### src/rtl/gpio_pkg.sv
package gpio_pkg;

    typedef enum logic [1:0] {
        SEL_MODE = 2'd0,
        SEL_OVAL = 2'd1,
        SEL_PINS = 2'd2,
        SEL_NONE = 2'd3
    } port_sel_e;

    typedef struct packed {
        logic oe;
        logic drv;
        logic pu;
    } pad_ctl_t;

    localparam int HALT_BIT = 7;
    localparam int IDLE_BIT = 6;

    // Mode-bit / value-bit pair to pad controls.
    function automatic pad_ctl_t decode_mode(input logic mode_b, input logic val_b);
        pad_ctl_t c;
        c.oe  = mode_b;
        c.drv = mode_b & val_b;
        c.pu  = ~mode_b & val_b;
        return c;
    endfunction

endpackage

### src/rtl/gpio_sync.sv
module gpio_sync #(
    parameter int W = 8
) (
    input  logic         clk,
    input  logic         rst,
    input  logic [W-1:0] d_in,
    output logic [W-1:0] d_out
);
    logic [W-1:0] stage1_q;
    logic [W-1:0] stage2_q;

    always_ff @(posedge clk) begin
        if (rst) begin
            stage1_q <= '0;
            stage2_q <= '0;
        end else begin
            stage1_q <= d_in;
            stage2_q <= stage1_q;
        end
    end

    assign d_out = stage2_q;


    sync_stage_chk: assert property (@(posedge clk) disable iff (rst)
        stage2_q == $past(stage1_q));

endmodule

### src/rtl/gpio_regs.sv
module gpio_regs
    import gpio_pkg::*;
#(
    parameter int W       = 8,
    parameter bit SPECIAL = 1'b1
) (
    input  logic         clk,
    input  logic         rst,
    input  logic [1:0]   addr,
    input  logic         wen,
    input  logic [W-1:0] wdata,
    output logic [W-1:0] mode_q,
    output logic [W-1:0] oval_q,
    output logic         halt_req,
    output logic         idle_req
);
    localparam logic [W-1:0] SF_MASK = SPECIAL ? (W'(2'b11) << IDLE_BIT) : '0;

    port_sel_e sel;
    logic      wr_mode;
    logic      wr_oval;

    assign sel     = port_sel_e'(addr);
    assign wr_mode = wen && (sel == SEL_MODE);
    assign wr_oval = wen && (sel == SEL_OVAL);

    always_ff @(posedge clk) begin
        if (rst) begin
            mode_q <= '0;
            oval_q <= '0;
        end else begin
            if (wr_mode) mode_q <= wdata;
            if (wr_oval) oval_q <= wdata & ~SF_MASK;
        end
    end

    generate
        if (SPECIAL) begin : g_sf
            logic halt_q;
            logic idle_q;
            always_ff @(posedge clk) begin
                if (rst) begin
                    halt_q <= 1'b0;
                    idle_q <= 1'b0;
                end else begin
                    halt_q <= wr_oval && wdata[HALT_BIT];
                    idle_q <= wr_oval && wdata[IDLE_BIT];
                end
            end
            assign halt_req = halt_q;
            assign idle_req = idle_q;


            halt_src_chk: assert property (@(posedge clk) disable iff (rst)
                halt_req |-> $past(wen) && $past(addr) == 2'd1);

            idle_src_chk: assert property (@(posedge clk) disable iff (rst)
                idle_req |-> $past(wen) && $past(addr) == 2'd1);

            sf_bits_zero_chk: assert property (@(posedge clk) disable iff (rst)
                (oval_q & SF_MASK) == '0);
        end else begin : g_plain
            assign halt_req = 1'b0;
            assign idle_req = 1'b0;
        end
    endgenerate


    reset_clear_chk: assert property (@(posedge clk) disable iff (rst)
        $past(rst) |-> (mode_q == '0 && oval_q == '0));

    mode_write_chk: assert property (@(posedge clk) disable iff (rst)
        (wen && addr == 2'd0) |=> mode_q == $past(wdata));

    pins_write_ignored_chk: assert property (@(posedge clk) disable iff (rst)
        (wen && addr == 2'd2) |=> $stable(mode_q) && $stable(oval_q));

endmodule

### src/rtl/gpio_padctl.sv
module gpio_padctl
    import gpio_pkg::*;
#(
    parameter int W       = 8,
    parameter bit SPECIAL = 1'b1
) (
    input  logic [W-1:0] mode_q,
    input  logic [W-1:0] oval_q,
    output logic [W-1:0] pin_oe,
    output logic [W-1:0] pin_out,
    output logic [W-1:0] pin_pu
);
    generate
        for (genvar i = 0; i < W; i++) begin : g_bit
            if (SPECIAL && (i == HALT_BIT || i == IDLE_BIT)) begin : g_in_only
                assign pin_oe[i]  = 1'b0;
                assign pin_out[i] = 1'b0;
                assign pin_pu[i]  = 1'b0;
            end else begin : g_gp
                pad_ctl_t ctl;
                assign ctl        = decode_mode(mode_q[i], oval_q[i]);
                assign pin_oe[i]  = ctl.oe;
                assign pin_out[i] = ctl.drv;
                assign pin_pu[i]  = ctl.pu;
            end
        end
    endgenerate


    pad_exclusive_chk: assert final ((pin_oe & pin_pu) == '0);

endmodule

### src/rtl/gpio_port.sv
module gpio_port
    import gpio_pkg::*;
#(
    parameter int W       = 8,
    parameter bit SPECIAL = 1'b1
) (
    input  logic         clk,
    input  logic         rst,
    input  logic [1:0]   bus_addr,
    input  logic         bus_wen,
    input  logic [W-1:0] bus_wdata,
    output logic [W-1:0] bus_rdata,
    input  logic [W-1:0] pin_in,
    output logic [W-1:0] pin_oe,
    output logic [W-1:0] pin_out,
    output logic [W-1:0] pin_pu,
    output logic         halt_req,
    output logic         idle_req,
    output logic         sk_alt_phase,
    output logic         wake_delay_en
);
    logic [W-1:0] mode_q;
    logic [W-1:0] oval_q;
    logic [W-1:0] pins_sync;

    gpio_regs #(.W(W), .SPECIAL(SPECIAL)) u_regs (
        .clk      (clk),
        .rst      (rst),
        .addr     (bus_addr),
        .wen      (bus_wen),
        .wdata    (bus_wdata),
        .mode_q   (mode_q),
        .oval_q   (oval_q),
        .halt_req (halt_req),
        .idle_req (idle_req)
    );

    gpio_sync #(.W(W)) u_sync (
        .clk   (clk),
        .rst   (rst),
        .d_in  (pin_in),
        .d_out (pins_sync)
    );

    gpio_padctl #(.W(W), .SPECIAL(SPECIAL)) u_pad (
        .mode_q  (mode_q),
        .oval_q  (oval_q),
        .pin_oe  (pin_oe),
        .pin_out (pin_out),
        .pin_pu  (pin_pu)
    );

    always_comb begin
        case (port_sel_e'(bus_addr))
            SEL_MODE: bus_rdata = mode_q;
            SEL_OVAL: bus_rdata = oval_q;
            SEL_PINS: bus_rdata = pins_sync;
            default:  bus_rdata = '0;
        endcase
    end

    generate
        if (SPECIAL) begin : g_sf_out
            assign sk_alt_phase  = mode_q[IDLE_BIT];
            assign wake_delay_en = mode_q[HALT_BIT];
        end else begin : g_no_sf
            assign sk_alt_phase  = 1'b0;
            assign wake_delay_en = 1'b0;
        end
    endgenerate


    pullup_undriven_chk: assert property (@(posedge clk) disable iff (rst)
        $past(bus_wen && bus_addr == 2'd0 && bus_wdata == '0) |-> pin_oe == '0);

endmodule

### config.mk
export PLATFORM = sky130hd
export DESIGN_NAME = gpio_port
export DESIGN_NICKNAME = d
export VERILOG_FILES = /design/src/rtl/gpio_pkg.sv /design/src/rtl/gpio_sync.sv /design/src/rtl/gpio_regs.sv /design/src/rtl/gpio_padctl.sv /design/src/rtl/gpio_port.sv
export SDC_FILE = /design/constraint.sdc
export NUM_CORES = 1
export LEC_CHECK = 0
export ABC_AREA = 0
export BUFFER_PORTS_ARGS = -buffer_cell sky130_fd_sc_hd__buf_2
export CAP_MARGIN = 15
export CORE_MARGIN = 1.5
export CORE_UTILIZATION = 50
export CTS_BUF_LIST = sky130_fd_sc_hd__clkbuf_16
export CTS_CLUSTER_DIAMETER = 200
export CTS_CLUSTER_SIZE = 8
export DETAILED_ROUTE_END_ITERATION = 10
export GPL_ROUTABILITY_DRIVEN = 0
export PLACE_DENSITY_LB_ADDON = 0.3
export SLEW_MARGIN = 20
export SYNTH_ARGS = -nofsm -noshare
export SYNTH_HDL_FRONTEND = slang
export SYNTH_SLANG_ARGS = --single-unit
### constraint.sdc
create_clock -name clk -period 1.3 [get_ports clk]
set_input_delay 0.13 -clock clk [delete_from_list [all_inputs] [get_ports clk]]
set_output_delay 0.13 -clock clk [all_outputs]
set_load 0.02 [all_outputs]
==> impl_metrics.json <==
{
  "status": "finished, final reports clean",
  "drt_iter0_markers": 32,
  "synth_seq_cells": 32,
  "wire_per_inst_um": 11.9,
  "setup_viol_count_final": 0,
  "grt_pass1_wl_um": 4140,
  "track_usage_pct": 17.0,
  "antenna_found_initial": 0,
  "clock_skew_ns": 0.00211,
  "synth_async_sr_flop_share_pct": 0,
  "nets": 205,
  "cts_tree": "yes",
  "clock-sinks": 32,
  "core_mm2": 0.00271,
  "ys_types": 16,
  "min_path_cells": 2,
  "syn_avg_cell_area_um2": 10.7,
  "drc": 0,
  "die_area_mm2": 0.00315,
  "crit_arrival_ns": 1.10,
  "worst_slew_pin_slew_ns": 0.578,
  "drt_wl_total_um": 2580,
  "endpoint_kind": "output port",
  "p_leak_nw": 0.902,
  "synth_top_area_share_pct": 45.4,
  "fmax_mhz": 814,
  "grt_max_degree": 40,
  "final.setup.tns_ns": 0,
  "cts_hold_buf": 0,
  "synth_top_area_cell": "dfxtp_1",
  "holdWs_ns": 0.0678,
  "vias_per_cell": 4.75,
  "synth_edf_count": 0,
  "ys_seq_area_share_pct": 45.4,
  "syn_inst": 132,
  "cap_violations": 0,
  "period_share_pct": 94.5,
  "worst_hold_path_type": "primary input to flop",
  "netlist_area_mm2": 0.00141,
  "std_cell_rows": 19,
  "grt_overflow": 0,
  "final_area_mm2": 0.00179,
  "irDropWorstVdd_v": 0.00164,
  "clk_latency_ns": 0.27,
  "crit_path_start_kind": "flop",
  "post_cts_buffers": 0,
  "crit_type": "flop to output port",
  "utilization_pct": 66.1,
  "ant_nets": 0,
  "yosysWarningCount": 0,
  "die_h_um": 56.1,
  "die_w_um": 56.1,
  "place_area_mm2": 0.00165,
  "place_hpwl_um": 1810,
  "synthTopCellsByCount": "dfxtp_1 (32), mux2i_1 (22), nand2b_1 (22), nor2b_1 (22)",
  "path_max_fanout": 5,
  "power.density_mw_per_mm2": 1310,
  "dpl.cell_count": 208,
  "slew_headroom_pct": 61.5,
  "fin_crit_ns": 1.23,
  "cts.clk_slew.worst_paths_ns": 0.05,
  "synthFlopType": "dfxtp_1",
  "drive_above_1_share_pct": 34.1,
  "reg2regPathDepth": 2,
  "num_vias": 1025,
  "grt_setup_unrepaired": "no",
  "synth.most_common_cell": "dfxtp_1",
  "initial_core_util_pct": 52.0,
  "grt_pass1_vias": 907,
  "instances_no_fill": 216,
  "cts_root_buffer": "clkbuf_16",
  "cp.required_ns": 1.17,
  "hold_viol": 0,
  "first_pass_iters": 4,
  "antenna_cells": 0,
  "numCtsBuffers": 5,
  "io_pins": 57,
  "area_growth_pct": 27.1,
  "post_cts_resized": 0,
  "synth_top_cells_by_area": "dfxtp_1 (45%), mux2i_1 (16%), nand2b_1 (9.8%), nor2b_1 (9.8%), buf_4 (4.3%)",
  "cts_max_level": 2,
  "numPortBuffers": 50,
  "slew_viol_final": 0,
  "cts_buffer_depth": 2
}
==> cells in the final DEF (no fill, tap or decap), drive strengths merged <==
| master | synthesis | layout |
|---|---|---|
| nor3b | 1 | 1 |
| mux2i | 22 | 22 |
| nand2b | 22 | 22 |
| inv | 0 | 2 |
| nor4bb | 1 | 1 |
| clkbuf | 2 | 5 |
| buf | 11 | 53 |
| and2 | 8 | 8 |
| clkinv | 0 | 1 |
| nand3b | 1 | 1 |
| nor2 | 2 | 2 |
| conb | 1 | 6 |
| dfxtp | 32 | 32 |
| o2bb2ai | 6 | 6 |
| nor2b | 23 | 23 |
==> critical path, stage by stage, from the launching register on <==
cell and delay [ns]:
dfxtp_1 0.38, mux2i_1 0.10, o2bb2ai_1 0.16, buf_2 0.18
==> through the flow <==
| stage | worst slack (ns) | power [mW] |
|---|---|---|
| global placement | 0.216 | 1.29 |
| detailed placement | 0.191 | 1.30 |
| global route | 0.00726 | 2.43 |
| floorplan | 0.227 | 1.24 |
| finish | 0.0716 | 2.34 |
| CTS | 0.0356 | 2.36 |
==> cell type report <==
class,count,area (um^2)
fill,218,918
tap,31,38.8
timing repair buffer,53,275
clock inverter,3,11.3
clock buffer,5,125
multi-input combinational,92,699
sequential,32,642
==> path summary, 6_finish.rpt <==
path	slack (ns)	from	to
hold / removal	0.07	pin_in[5]	u_sync.stage1_q[5]
hold reg to reg	0.43	u_sync.stage1_q[2]	u_sync.d_out[2]
setup reg to reg	0.65	u_regs.oval_q[0]	u_regs.oval_q[0]
setup / recovery	0.07	u_regs.mode_q[3]	bus_rdata[3]
==> sequential cells by signal (all words and copies together) (netlist names) <==
register and flops:
u_regs.halt_req 1, u_regs.idle_req 1, u_regs.oval_q 6, u_regs.mode_q 8
u_sync.d_out 8, u_sync.stage1_q 8
==> power breakdown <==
part	internal (mW)	switching, mW
clock network	0.686	0.373
logic	0.107	0.133
registers	1.02	0.0189
total	1.82	0.525
==> cells by family (layout without fill, tap and decap cells) <==
group	after synthesis	count (layout)	synth area share, %
flip-flops	32	32	45.4
AO/OA/AOI/OAI	6	6	3.73
other	1	6	0.266
AND/OR/NAND/NOR	58	58	28.7
multiplexers	22	22	15.6
buffers and inverters	13	61	6.30
==> routing by layer <==
metal	track usage, %	part of all wire (%)
met5	0	0
met4	6.80	1.0
met3	4.42	5.2
met2	27.9	49
met1	21.2	44
No activity file was read; power rests on OpenSTA's default activity.
